**src/rtl/dslope_pkg.sv**
```systemverilog
package dslope_pkg;
    typedef enum logic [2:0] {
        ST_IDLE   = 3'd0,
        ST_RESET  = 3'd1,
        ST_INTEG1 = 3'd2,
        ST_INTEG2 = 3'd3,
        ST_DONE   = 3'd4
    } dsc_state_e;
endpackage

```
**src/rtl/dslope_sync.sv**
```systemverilog
// Multi-flop retimer for the asynchronous comparator bit.
module dslope_sync #(
    parameter int STAGES = 2
) (
    input  logic clk,
    input  logic rst_n,
    input  logic d_i,
    output logic q_o
);
    logic [STAGES-1:0] chain_q;

    generate
        for (genvar g = 0; g < STAGES; g++) begin : g_stage
            if (g == 0) begin : g_first
                always_ff @(posedge clk or negedge rst_n) begin
                    if (!rst_n) chain_q[0] <= 1'b0;
                    else        chain_q[0] <= d_i;
                end
            end else begin : g_next
                always_ff @(posedge clk or negedge rst_n) begin
                    if (!rst_n) chain_q[g] <= 1'b0;
                    else        chain_q[g] <= chain_q[g-1];
                end
            end
        end
    endgenerate

    assign q_o = chain_q[STAGES-1];
endmodule

```
**src/rtl/dslope_counter.sv**
```systemverilog
// Phase counter shared by both integration phases; clear wins over count.
module dslope_counter #(
    parameter int W = 4
) (
    input  logic         clk,
    input  logic         rst_n,
    input  logic         clr_i,
    input  logic         en_i,
    output logic [W-1:0] cnt_o
);
    always_ff @(posedge clk or negedge rst_n) begin
        if (!rst_n)     cnt_o <= '0;
        else if (clr_i) cnt_o <= '0;
        else if (en_i)  cnt_o <= cnt_o + 1'b1;
    end
endmodule

```
**src/rtl/dslope_result.sv**
```systemverilog
// Output code register: removes the retiming offset or saturates.
module dslope_result #(
    parameter int CNT_W    = 3,
    parameter int SYNC_LAT = 2,
    parameter int PH_W     = CNT_W + 1
) (
    input  logic             clk,
    input  logic             rst_n,
    input  logic             load_i,
    input  logic             over_i,
    input  logic [PH_W-1:0]  raw_i,
    output logic [CNT_W-1:0] code_o,
    output logic             over_o
);
    localparam logic [PH_W-1:0] OFFSET = PH_W'(SYNC_LAT);

    logic [PH_W-1:0]  adj;
    logic [CNT_W-1:0] code_d;

    always_comb begin
        adj = (raw_i < OFFSET) ? '0 : raw_i - OFFSET;
        if (over_i) code_d = '1;
        else        code_d = adj[CNT_W-1:0];
    end

    always_ff @(posedge clk or negedge rst_n) begin
        if (!rst_n) begin
            code_o <= '0;
            over_o <= 1'b0;
        end else if (load_i) begin
            code_o <= code_d;
            over_o <= over_i;
        end
    end
endmodule

```
**src/rtl/dslope_ctrl.sv**
```systemverilog
module dslope_ctrl
    import dslope_pkg::*;
#(
    parameter int CNT_W     = 3,
    parameter int DISCH_CYC = 4
) (
    input  logic             clk,
    input  logic             rst_n,
    input  logic             start_i,
    input  logic             cmp_zero_i,
    output logic             discharge_o,
    output logic             integ_en_o,
    output logic             sel_ref_o,
    output logic [CNT_W-1:0] result_o,
    output logic             valid_o,
    output logic             overrange_o
);
    localparam int SYNC_LAT = 2;
    localparam int PH_W     = CNT_W + 1;
    localparam int DC_W     = (DISCH_CYC > 1) ? $clog2(DISCH_CYC) : 1;
    localparam logic [PH_W-1:0] PH1_LAST  = PH_W'((1 << CNT_W) - 1);
    localparam logic [PH_W-1:0] PH2_LIMIT = PH_W'((1 << CNT_W) - 1 + SYNC_LAT);
    localparam logic [DC_W-1:0] DC_LAST   = DC_W'(DISCH_CYC - 1);

    dsc_state_e      state_q, state_d;
    logic [DC_W-1:0] dcnt_q;
    logic [PH_W-1:0] ph_cnt;
    logic            cmp_s;
    logic            cnt_clr, cnt_en, load, over;
    logic            ph1_end, ph2_limit;

    dslope_sync #(.STAGES(SYNC_LAT)) u_sync (
        .clk   (clk),
        .rst_n (rst_n),
        .d_i   (cmp_zero_i),
        .q_o   (cmp_s)
    );

    dslope_counter #(.W(PH_W)) u_cnt (
        .clk   (clk),
        .rst_n (rst_n),
        .clr_i (cnt_clr),
        .en_i  (cnt_en),
        .cnt_o (ph_cnt)
    );

    dslope_result #(.CNT_W(CNT_W), .SYNC_LAT(SYNC_LAT), .PH_W(PH_W)) u_res (
        .clk    (clk),
        .rst_n  (rst_n),
        .load_i (load),
        .over_i (over),
        .raw_i  (ph_cnt),
        .code_o (result_o),
        .over_o (overrange_o)
    );

    assign ph1_end   = (ph_cnt == PH1_LAST);
    assign ph2_limit = (ph_cnt == PH2_LIMIT);

    // State register
    always_ff @(posedge clk or negedge rst_n) begin
        if (!rst_n) state_q <= ST_IDLE;
        else        state_q <= state_d;
    end

    // Discharge length counter
    always_ff @(posedge clk or negedge rst_n) begin
        if (!rst_n)                  dcnt_q <= '0;
        else if (state_q != ST_RESET) dcnt_q <= '0;
        else                         dcnt_q <= dcnt_q + 1'b1;
    end

    // Next-state logic
    always_comb begin
        state_d = state_q;
        unique case (state_q)
            ST_IDLE:   if (start_i)              state_d = ST_RESET;
            ST_RESET:  if (dcnt_q == DC_LAST)    state_d = ST_INTEG1;
            ST_INTEG1: if (ph1_end)              state_d = ST_INTEG2;
            ST_INTEG2: if (cmp_s || ph2_limit)   state_d = ST_DONE;
            ST_DONE:                             state_d = ST_IDLE;
            default:                             state_d = ST_IDLE;
        endcase
    end

    // Output and datapath control decode
    always_comb begin
        discharge_o = 1'b0;
        integ_en_o  = 1'b0;
        sel_ref_o   = 1'b0;
        valid_o     = 1'b0;
        cnt_clr     = 1'b0;
        cnt_en      = 1'b0;
        load        = 1'b0;
        over        = 1'b0;
        unique case (state_q)
            ST_IDLE: ;
            ST_RESET: begin
                discharge_o = 1'b1;
                cnt_clr     = 1'b1;
            end
            ST_INTEG1: begin
                integ_en_o = 1'b1;
                cnt_en     = 1'b1;
                cnt_clr    = ph1_end;
            end
            ST_INTEG2: begin
                integ_en_o = 1'b1;
                sel_ref_o  = 1'b1;
                cnt_en     = 1'b1;
                load       = cmp_s || ph2_limit;
                over       = !cmp_s && ph2_limit;
            end
            ST_DONE: valid_o = 1'b1;
            default: ;
        endcase
    end
endmodule

```
**config.mk**
```make
export PLATFORM = sky130hd
export DESIGN_NAME = dslope_ctrl
export DESIGN_NICKNAME = d
export VERILOG_FILES = /design/src/rtl/dslope_pkg.sv /design/src/rtl/dslope_sync.sv /design/src/rtl/dslope_counter.sv /design/src/rtl/dslope_result.sv /design/src/rtl/dslope_ctrl.sv
export SDC_FILE = /design/constraint.sdc
export NUM_CORES = 1
export LEC_CHECK = 0
export BUFFER_PORTS_ARGS = -buffer_cell sky130_fd_sc_hd__buf_2
export CORE_MARGIN = 2
export CORE_UTILIZATION = 34
export CTS_BUF_LIST = sky130_fd_sc_hd__clkbuf_16
export CTS_CLUSTER_SIZE = 28
export DETAILED_ROUTE_END_ITERATION = 12
export MAX_ROUTING_LAYER = met4
export PLACE_DENSITY = 0.5
export SETUP_SLACK_MARGIN = 0.02
export SYNTH_ARGS = -nofsm -noshare
export SYNTH_HDL_FRONTEND = slang
export SYNTH_HIERARCHICAL = 1
export SYNTH_SLANG_ARGS = --single-unit
```
**constraint.sdc**
```tcl
create_clock -name clk -period 2 [get_ports clk]
set_input_delay 0.4 -clock clk [delete_from_list [all_inputs] [get_ports clk]]
set_output_delay 0.4 -clock clk [all_outputs]
set_load 0.1 [all_outputs]
```
Yosys cells after proc, flatten, opt, wreduce, memory -nomap -nowiden
Index checks and enable logic that the tools add are counted.

storage, ports and cells
  flip-flop bits (word level) = 15

operators by class
  add/subtract/negate cells = 3
  order comparisons = 1
  equality and inequality tests = 12
  mux-type cells = 17
  reduce and logical (&&, ||, !) cells = 7

operator list
  operator                                                                       number
  3-bit two-way mux                                                              6
  3-bit one-hot mux with 4 select lines                                          1
  4-bit two-way mux                                                              2
  2-bit inequality test (second input constant)                                  4
  3-bit by 2-bit equality test with 1-bit output (second input constant)         2
  1-bit two-way mux                                                              6
  4-bit by 1-bit adder with 4-bit output (second input constant)                 1
  4-bit by 3-bit equality test with 1-bit output (second input constant)         1
  4-bit equality test (second input constant)                                    1
  4-bit by 2-bit less-than comparator with 1-bit output (second input constant)  1
  4-bit AND reduction                                                            1
  3-bit by 1-bit equality test with 1-bit output (second input constant)         1
  3-bit equality test (second input constant)                                    1
  3-bit zero test                                                                1
  3-bit by 1-bit inequality test with 1-bit output (second input constant)       1
  3-bit by 2-bit subtractor with 3-bit output (second input constant)            1
  2-bit by 1-bit adder with 2-bit output (second input constant)                 1
  2-bit equality test (second input constant)                                    1
  2-bit two-way mux                                                              1
  1-bit one-hot mux with 2 select lines                                          1
  2-bit nonzero test                                                             1
  2-bit OR reduction                                                             1
  1-bit logical AND                                                              1
  1-bit zero test                                                                1
  1-bit logical OR                                                               1

Longest topological paths before layout
Gate-level depths: netlist (run 1).

  word-level depth = 5
  mapped depth = 5

Cells and area by module
Netlist (run 1), hierarchy kept.

by module, submodules not included
  module          instances  cells each  area an instance (um^2)  seq. area each (um^2)
  dslope_ctrl     1          31          305.3                    125.1
  dslope_counter  1          16          192.7                    100.1
  dslope_result   1          16          172.7                    100.1
  dslope_sync     1          2           50.0                     50.0

Least setup slack after synthesis (run 1)
No wires, ideal clock.

  path type = register to output
  start point = register state_q[1]
  end point = output port valid_o
  arrival = 2,654 ps
  path slack = -1,054 ps
  cell stages (with the launch flop) = 2
  path buffers = 0
  path through = dfrtp_1 nor3b_1

on the way
  word-level cells in the longest chain between the ends = 2

ends and longest elaborated chain
  what                    line               text
  start, declared         dslope_ctrl.sv:25  dsc_state_e state_q, state_d;
  start signal, assigned  dslope_ctrl.sv:63  else state_q <= state_d;
  3-bit equality test     dslope_ctrl.sv:96  unique case (state_q)
  1-bit two-way mux       dslope_ctrl.sv:96
  end, declared           dslope_ctrl.sv:15  output logic valid_o,

Every way passes these cells.

Worst setup path after layout (run 1)
  start point = register state_q[0]
  end point = output port discharge_o

on the way
  word-level cells in the longest chain between the ends = 2

ends and longest elaborated chain
  what                                            line               text
  3-bit by 1-bit equality test with 1-bit output  dslope_ctrl.sv:96
  1-bit two-way mux                               dslope_ctrl.sv:96
  end, declared                                   dslope_ctrl.sv:11  output logic discharge_o,

Every way passes these cells.

==> results.yml, run 1 <==
power:
  total_power_uw: 1590
  leakage_uw: 0.000421
  cellInternalPower_uw: 829
  clockPowerShare_pct: 23.7
  p_per_area_nw_per_um2: 1740
  switching_share_pct: 47.8
  power_frac_comb_pct: 48.0
  vdd_drop_max_mv: 0.904
  p_switching_uw: 759
  power_frac_seq_pct: 28.3
job:
  cap_violations: 0
route:
  drc_errors: 0
  num_vias: 526
  wl_per_cell_um: 12.6
  dr.pass1.iters: 4
  drt-initial-drc-count: 4
  wirelength_um: 1350
  post_drt_via_cell_ratio: 4.92
  detail-route-antenna-nets: 0
critical_path:
  worst_ep_required_time_ps: 1600
  end_kind: "primary output"
  slowest_stage: "dfrtp_1"
  critPathBufInv: 1
  r2r_start: "state_q[2]$_DFFE_PN0P_"
  r2r_setup_slack_ps: 240
  cp-startpoint: "state_q[0]$_DFFE_PN0P_"
  critPathCapture: "discharge_o"
  r2r_end: "u_res/code_o[2]$_DFFE_PN0P_"
  path_class: "reg2out"
  cp.arrival_ps: 1490
  startpoint_type: "flop"
  crit_path_max_incr_delay_ps: 440
  r2r_cells: 5
  critPathMaxFanout: 6
  path_cells: "nor2b_2 -> and2b_4 -> buf_2"
  crit_family: "flip-flops"
  cp.depth: 3
final_layout:
  stdcell_area_um2: 913
  final_cells: 107
  fill_cells: 182
  multi_input_area_um2: 340
  seq_area_um2: 375
  syn_to_final_growth_pct: 26.7
  insertedDiodeCount: 0
  nNetsFinal: 87
  drive_above_1_share_pct: 31.3
floorplan:
  die-area_um2: 2500
  die_h_um: 50.0
  initial_core_util_pct: 36.4
  rows: 16
  core_region_area_um2: 1980
  ioPinCount: 12
  die_x_um: 50.0
placed_design:
  hpwl_um: 951
  place_congestion: 0.811
  place_area_um2: 835
  placed_cells: 103
  port_buffers: 11
synth:
  synth_cell_type_count: 30
  synth_edf_count: 0
  postSynthAreaPerCell_um2: 11.1
  seq_area_frac_synth_pct: 52.1
  ys.flop_type: "dfrtp_1"
  yosys_warnings: 6
  synthesis.nets: 71
  ys_ff_latch: 15
  synth_top_area_cell: "dfrtp_1"
  yosysMostFrequentCell: "dfrtp_1"
  synth_top_area_share_pct: 52.1
  synth_area_um2: 721
  synthArstFlopShare_pct: 100
  syn_inst: 65
  synthTopCellsByArea: "dfrtp_1 52%, a21oi_1 6.3%, nor2_1 3.6%"
  synth_top_cells_by_count: "15 x dfrtp_1, 9 x a21oi_1, 7 x nor2_1"
cts:
  clk_latency_ps: 240
  path_clk_slew_ps: 50
  cts-root-buf: "clkbuf_16"
  cts_made_buffers: 3
  htree_num_levels: 1
  cts_tree: "yes"
  cts_buffer_depth: 2
  postCtsResizedCells: 0
  post-cts-setup-buffers: 0
  clkSinkCount: 15
  ctsHoldBuffers: 0
timing:
  clock.fmax_mhz: 530
  holdWs_ps: 65.0
  slew_viol_final: 0
  timing.final.crit_share_pct: 94.3
  tns_ps: 0
  period_needed_ps: 1890
  finalHoldViolCount: 0
  fin_skew_ps: 1.31
  setup_violations: 0
  tightest_slew_ps: 491
  slew_headroom_pct: 67.5
  rsz0062_at_grt: "no"
global_route:
  grt-ovfl-total: 0
  antenna_found_initial: 0
  grt_use_total_pct: 12.5
  grt_max_degree: 16
  grt_pass1_vias: 500
  grt_pass1_wl_um: 2320
run_status:
  run_status: "finished, final reports clean"
hold_path:
  min_path_type: "in2async"
routing by layer:
metal,up-vias,wire length [um],track usage [%]
li1,258,-,-
met1,256,706,18.4
met2,10,577,16.4
met3,2,51,3.03
met4,0,12,4.17
met5,-,0,-
worst min-delay path by stage:
stage | start | end
2_1_floorplan | rst_n | dcnt_q[0]$_DFF_PN0_
3_3_place_gp | rst_n | u_cnt/cnt_o[2]$_DFFE_PN0P_
3_5_place_dp | rst_n | u_cnt/cnt_o[2]$_DFFE_PN0P_
4_1_cts | rst_n | u_cnt/cnt_o[2]$_DFFE_PN0P_
5_1_grt | rst_n | u_res/code_o[0]$_DFFE_PN0P_
6_report | rst_n | u_cnt/cnt_o[2]$_DFFE_PN0P_
state kept, by name, indices dropped and copies added (netlist names):
register	flops
u_cnt/cnt_o	4
dcnt_q	2
u_sync/q_o	1
u_res/over_o	1
u_sync/chain_q	1
state_q	3
u_res/code_o	3
worst reg2reg max path, stage by stage, from the launching register on:
cell	delay [ps]
dfrtp_1	430
and2b_2	340
nand2_2	130
a21oi_1	330
nor2b_1	270
a31oi_1	120
stage by stage:
step                setup WS, ps  util, %
finish                       115     46.1
global route                60.3     46.1
CTS                         98.9     46.1
detailed placement           263     42.1
global placement             215     42.1
floorplan                  -61.7        -
cell usage in the layout, fill, tap and decap left out, drive strengths merged, types with 2 or more instances in the layout:
cell,count
nor2b,4
nand2,3
mux2,2
clkbuf,3
buf,11
inv,3
dfrtp,15
and2b,3
nor2,7
ha,2
a21oi,9
cells by family (layout without fill, tap and decap cells):
family                   after synthesis  count (layout)  share of synthesized area (%)
multiplexers                           3               3                           5.03
XOR/XNOR                               1               1                           1.22
buffers and inverters                  3              18                           1.56
AO/OA/AOI/OAI                         15              15                           13.7
adder cells (fa/ha/maj)                2               2                           3.47
flip-flops                            15              15                           52.1
AND/OR/NAND/NOR                       26              26                           22.9
power by group through the flow:
| stage | registers (uW) | clock network (uW) | logic [uW] |
|---|---|---|---|
| 2_1_floorplan | 669 | 0 | 416 |
| 3_3_place_gp | 452 | 0 | 765 |
| 3_5_place_dp | 457 | 0 | 763 |
| 4_1_cts | 452 | 390 | 769 |
| 5_1_grt | 462 | 404 | 806 |
| 6_report | 450 | 376 | 762 |
cell type report:
class	instances	share of cell area, %
timing repair buffer	11	7.67
clock buffer	3	8.22
clock inverter	1	0.411
multi-input combinational	47	37.3
inverter	3	1.64
tap	27	3.70
sequential	15	41.1
Note: power is estimated with default switching activity, not from simulation.
==> run 2, diff against run 1 <==
ABC_AREA = 1   (was unset)
CORE_ASPECT_RATIO = 0.6   (was unset)
PLACE_DENSITY = 0.49   (was 0.5)
SLEW_MARGIN = 20   (was unset)
==> run 2 against run 1 <==
Compared with the run above:
- clock skew about the same
- fmax increased by 1.1%
- non-clock buffer count unchanged
- critical path type unchanged
- critical endpoint unchanged
==> results.yml, run 2 <==
critical_path:
  startpoint_type: "flop"
  path_class: "reg2out"
  end_kind: "primary output"
  r2r_end: "u_res/code_o[0]$_DFFE_PN0P_"
  cp.arrival_ps: 1470
  r2r_setup_slack_ps: 370
  path_cells: "inv_1 -> nand3_2 -> inv_1 -> buf_2"
  cp_common_cell: "inv_1"
  r2r_cells: 10
  crit_path_max_incr_delay_ps: 420
  worst_ep_required_time_ps: 1600
  critPathMaxFanout: 5
  r2r_start: "state_q[0]$_DFFE_PN0P_"
  slowest_stage: "buf_2"
synth:
  ys_ff_latch: 15
  synthArstFlopShare_pct: 100
  synth_top_area_cell: "dfrtp_1"
  yosys-mux-area-fraction_pct: 0
  synthAdderAreaFrac_pct: 3.14
  postSynthAreaPerCell_um2: 7.89
  ys.flop_type: "dfrtp_1"
  synth_area_um2: 797
  synth_cell_type_count: 16
  synth_top_family_by_area: "simple AND/OR/NAND/NOR gates"
  seq_area_frac_synth_pct: 47.1
  synthSimpleGateAreaFrac_pct: 35.9
  synth_xor_xnor_area_share_pct: 0
  syn_inst: 101
  synth_top_area_share_pct: 47.1
  synth_top_cells_by_count: "24 x nand2_1, 15 x dfrtp_1, 15 x inv_1"
  yosys_warnings: 6
  synth-compound-area-share_pct: 5.34
  synth_edf_count: 0
  synthTopCellsByArea: "dfrtp_1 47%, nand2_1 11%, inv_1 7.1%"
  yosysMostFrequentCell: "nand2_1"
  synthesis.nets: 107
final_layout:
  reg_top3: "u_cnt/cnt_o (4), state_q (3), u_res/code_o (3)"
  final_cells: 146
  syn_to_final_growth_pct: 27.5
  final_util_pct: 46.3
  nNetsFinal: 123
  drive_above_1_share_pct: 26.7
  largest_register: "u_cnt/cnt_o"
  most-common-layout-cells: "23 x nand2_1, 16 x inv_1, 15 x dfrtp_1"
  insertedDiodeCount: 0
  largest_reg_flops: 4
  final_common_cell: "nand2_1"
cts:
  cts_tree: "yes"
  clkSinkCount: 15
  clk_latency_ps: 240
  cts_made_buffers: 3
  cts-root-buf: "clkbuf_16"
  htree_num_levels: 1
  path_clk_slew_ps: 50
  cts_buffer_depth: 2
  post-cts-setup-buffers: 0
timing:
  tns_ps: 0
  tightest_slew_ps: 486
  finalHoldViolCount: 0
  setup_violations: 0
  slew_viol_final: 0
  layout_setup_ws_ps: 134
  fin_skew_ps: 0.861
  timing.final.crit_share_pct: 93.3
  slew_headroom_pct: 67.8
  period_needed_ps: 1870
  rsz0062_at_grt: "no"
  clock.fmax_mhz: 536
floorplan:
  initial_core_util_pct: 36.3
  ioPinCount: 12
  core_region_area_um2: 2200
  die-area_um2: 2760
  die_h_um: 41.5
  die_x_um: 66.5
  rows: 13
placed_design:
  dp_slack_ps: 275
  place_congestion: 0.816
  hpwl_um: 1140
  placed_cells: 142
  port_buffers: 11
route:
  drt-initial-drc-count: 18
  num_vias: 634
  wl_per_cell_um: 9.96
  wirelength_um: 1450
  detail-route-antenna-nets: 0
  post_drt_via_cell_ratio: 4.34
  dr.pass1.iters: 4
  drc_errors: 0
run_status:
  run_status: "finished, final reports clean"
global_route:
  antenna_found_initial: 0
  grt_pass1_vias: 565
  grt_use_total_pct: 12.6
  grt-ovfl-total: 0
  grt_pass1_wl_um: 2510
  grt_max_degree: 16
hold_path:
  min_path_type: "in2async"
job:
  cap_violations: 0
run 2: changes by cell type after synthesis, moves of 3 or more:
cell,before,now
inv_2,0,3
nand3_1,1,7
nor2b_1,3,0
inv_1,3,15
nor2_2,0,5
nor2_1,7,13
nand2_1,2,24
run 2: timing repair:
| item | 4_1_cts | 5_1_grt |
|---|---|---|
| endpoints found under the setup margin | 0 | 4 |
| hold endpoints to repair | 0 | 0 |
| resized for setup | 0 | 2 |
| hold buffers | 0 | 0 |
run 2: final cells by class:
cell class                      instances  area [um2]
Inverter                               18        67.6
Multi-Input combinational cell         68         384
Fill cell                             212        1180
Clock buffer                            3        75.1
Sequential cell                        15         375
Timing Repair Buffer                   11        72.6
Clock inverter                          1        3.75
Tap cell                               30        37.5
run 2: critical path, delay by kind of cell, from the launching register on:
family | cells | cell delay (ps)
simple gates | 1 | 150
buf+inv | 3 | 660
flops | 1 | 410
run 2: stage by stage:
| stage | cell area [um2] | hold slack (ps) |
|---|---|---|
| CTS | 1010 | 69.6 |
| finish | 1020 | 57.4 |
| global route | 1020 | 77.8 |
| floorplan | 825 | 104 |
| global placement | 932 | 332 |
| detailed placement | 932 | 330 |
run 2: how the worst max path moves through the flow:
stage | from | end | slack [ps] | cells past startpoint
after floorplan | state_q[1]$_DFFE_PN0P_ | u_res/code_o[1]$_DFFE_PN0P_ | 2 | 7
after global placement | state_q[0]$_DFFE_PN0P_ | u_res/code_o[1]$_DFFE_PN0P_ | 320 | 9
after detailed placement | u_cnt/cnt_o[1]$_DFFE_PN0P_ | u_res/code_o[0]$_DFFE_PN0P_ | 270 | 9
after CTS | state_q[1]$_DFFE_PN0P_ | sel_ref_o | 110 | 3
after global routing | state_q[1]$_DFFE_PN0P_ | discharge_o | 40 | 4
final | state_q[2]$_DFFE_PN0P_ | discharge_o | 130 | 4
run 2: cell families after synthesis:
kind of cell | Yosys count
adder cells (fa/ha/maj) | 2
flip-flops | 15
AND/OR/NAND/NOR | 58
AO/OA/AOI/OAI | 8
buffers and inverters | 18
run 2: routing by layer:
layer  vias to the layer above  wire, um  track usage, %  part of all wire, %
met1                       280       817            19.0                   56
met4                         0         5            3.67                 0.34
met5                         -         0               -                    0
met2                        11       554            15.8                   38
met3                         2        77            4.07                  5.3
li1                        341         -               -                    -
Power of run 2 is not shown: default switching activity piles up to over one toggle a cycle in this logic, so the estimate is an artifact.
==> run 3, diff against run 2 <==
==> constraint.sdc (replaced) <==
create_clock -name clk -period 2 [get_ports clk]
set_input_delay 0.1 -clock clk [delete_from_list [all_inputs] [get_ports clk]]
set_output_delay 0.1 -clock clk [all_outputs]
set_load 0.1 [all_outputs]
==> run 3 against run 2 <==
Compared with the run above:
- worst setup slack improved by 140 ps
- fmax rose by 8.1%
- clock skew rose by 2.8 ps
- die area unchanged
- via count up 2.8%
- utilization decreased by 0.28 points
- register-to-register slack got worse by 95 ps
- global-route usage is 0.17 points higher
- wire length rose by 0.48%
- critical path type is now reg2reg
- highest routed layer unchanged
==> results.yml, run 3 (same netlist as run 2, synthesis figures left out) <==
route:
  num_vias: 652
  drt-initial-drc-count: 16
  wl_per_cell_um: 9.87
  drc_errors: 0
  dr.pass1.iters: 3
  wirelength_um: 1460
  detail-route-antenna-nets: 0
  post_drt_via_cell_ratio: 4.41
timing:
  finalHoldViolCount: 0
  slew_headroom_pct: 67.9
  tns_ps: 0
  timing.final.crit_share_pct: 86.3
  tightest_slew_ps: 485
  period_needed_ps: 1730
  rsz0062_at_grt: "no"
  slew_viol_final: 0
  clock.fmax_mhz: 580
  fin_skew_ps: 3.70
  setup_violations: 0
  layout_setup_ws_ps: 275
critical_path:
  end_kind: "flop"
  worst_ep_required_time_ps: 2130
  critPathMaxFanout: 8
  startpoint_type: "flop"
  path_class: "reg2reg"
  cp.arrival_ps: 1850
cts:
  cts_made_buffers: 3
  clk_latency_ps: 240
  cts_tree: "yes"
  cts_buffer_depth: 2
  cts-root-buf: "clkbuf_16"
  path_clk_slew_ps: 50
  htree_num_levels: 1
  clkSinkCount: 15
final_layout:
  insertedDiodeCount: 0
  multi_input_area_um2: 375
  reg_top3: "u_cnt/cnt_o (4), state_q (3), u_res/code_o (3)"
  syn_to_final_growth_pct: 26.7
  largest_register: "u_cnt/cnt_o"
  drive_above_1_share_pct: 25.4
  most-common-layout-cells: "23 x nand2_1, 16 x inv_1, 15 x dfrtp_1"
  largest_reg_flops: 4
  nNetsFinal: 125
  final_common_cell: "nand2_1"
  seq_area_um2: 375
  fill_cells: 229
floorplan:
  rows: 13
  die-area_um2: 2760
  ioPinCount: 12
  die_x_um: 66.5
  core_region_area_um2: 2200
  die_h_um: 41.5
  initial_core_util_pct: 36.3
global_route:
  grt_pass1_wl_um: 2500
  grt_use_total_pct: 12.8
  grt_max_degree: 16
  grt_pass1_vias: 580
  antenna_found_initial: 0
  grt-ovfl-total: 0
placed_design:
  port_buffers: 11
  hpwl_um: 1180
  dp_slack_ps: 265
  place_congestion: 0.782
hold_path:
  min_path_type: "in2reg"
job:
  cap_violations: 0
run_status:
  run_status: "finished, final reports clean"
[run 3: cell count changes in the layout (fill, tap and decap cells not counted), sizes merged]
cell         delta
clkbuf          -1
buf             +1
dlygate4sd3     +2
[run 3: cell type report]
| type | instances | share of cell area (%) |
|---|---|---|
| sequential | 15 | 37.2 |
| multi-input combinational | 68 | 37.2 |
| clock buffer | 3 | 7.43 |
| timing repair buffer | 13 | 7.43 |
| inverter | 18 | 6.69 |
| tap | 30 | 3.72 |
| clock inverter | 1 | 0.372 |
[run 3: metal layers]
| metal | GRT usage, % | vias to the layer above | share of wire (%) |
|---|---|---|---|
| met5 | - | - | 0 |
| met4 | 3.67 | 0 | 1.3 |
| met3 | 5.69 | 4 | 5.1 |
| met2 | 18.6 | 10 | 42 |
| met1 | 16.0 | 293 | 52 |
| li1 | - | 345 | - |
[run 3: repair_timing]
action	4_1_cts	5_1_grt
gates resized for setup	0	0
hold buffers	2	0
endpoints found under the hold margin	16	0
buffers inserted	0	0
[run 3: worst paths after layout]
check | from | endpoint | slack (ps) | cells after the start
min in group asynchronous | rst_n | u_cnt/cnt_o[2]$_DFFE_PN0P_ | 290 | 2
hold / removal | start_i | state_q[1]$_DFFE_PN0P_ | 210 | 5
setup / recovery | u_cnt/cnt_o[1]$_DFFE_PN0P_ | u_res/code_o[1]$_DFFE_PN0P_ | 270 | 9
setup reg to reg | u_cnt/cnt_o[1]$_DFFE_PN0P_ | u_res/code_o[1]$_DFFE_PN0P_ | 270 | 9
max in group asynchronous | rst_n | u_res/code_o[0]$_DFFE_PN0P_ | 1450 | 2
hold reg to reg | u_sync/chain_q[0]$_DFF_PN0_ | u_sync/q_o$_DFF_PN0_ | 350 | 0
[run 3: metrics by stage]
stage	area [um2]	hold WS, ps	cells	util, %
after floorplan	818	-196	101	-
after global placement	911	29.8	142	41.5
after detailed placement	911	29.7	142	41.5
after CTS	1010	212	148	46.0
after global routing	1010	278	148	46.0
final	1010	208	148	46.0
[run 3: critical path: stages, from the launching register on]
cell and delay, ps:
dfrtp_1 460, nand2_1 80, nor2_1 160, nor2_2 60, nor2_2 130, nand2_2 70, nor2_1 320, inv_2 80
a21oi_1 170, nand2_1 70
Power of run 3 is left out for the same reason.
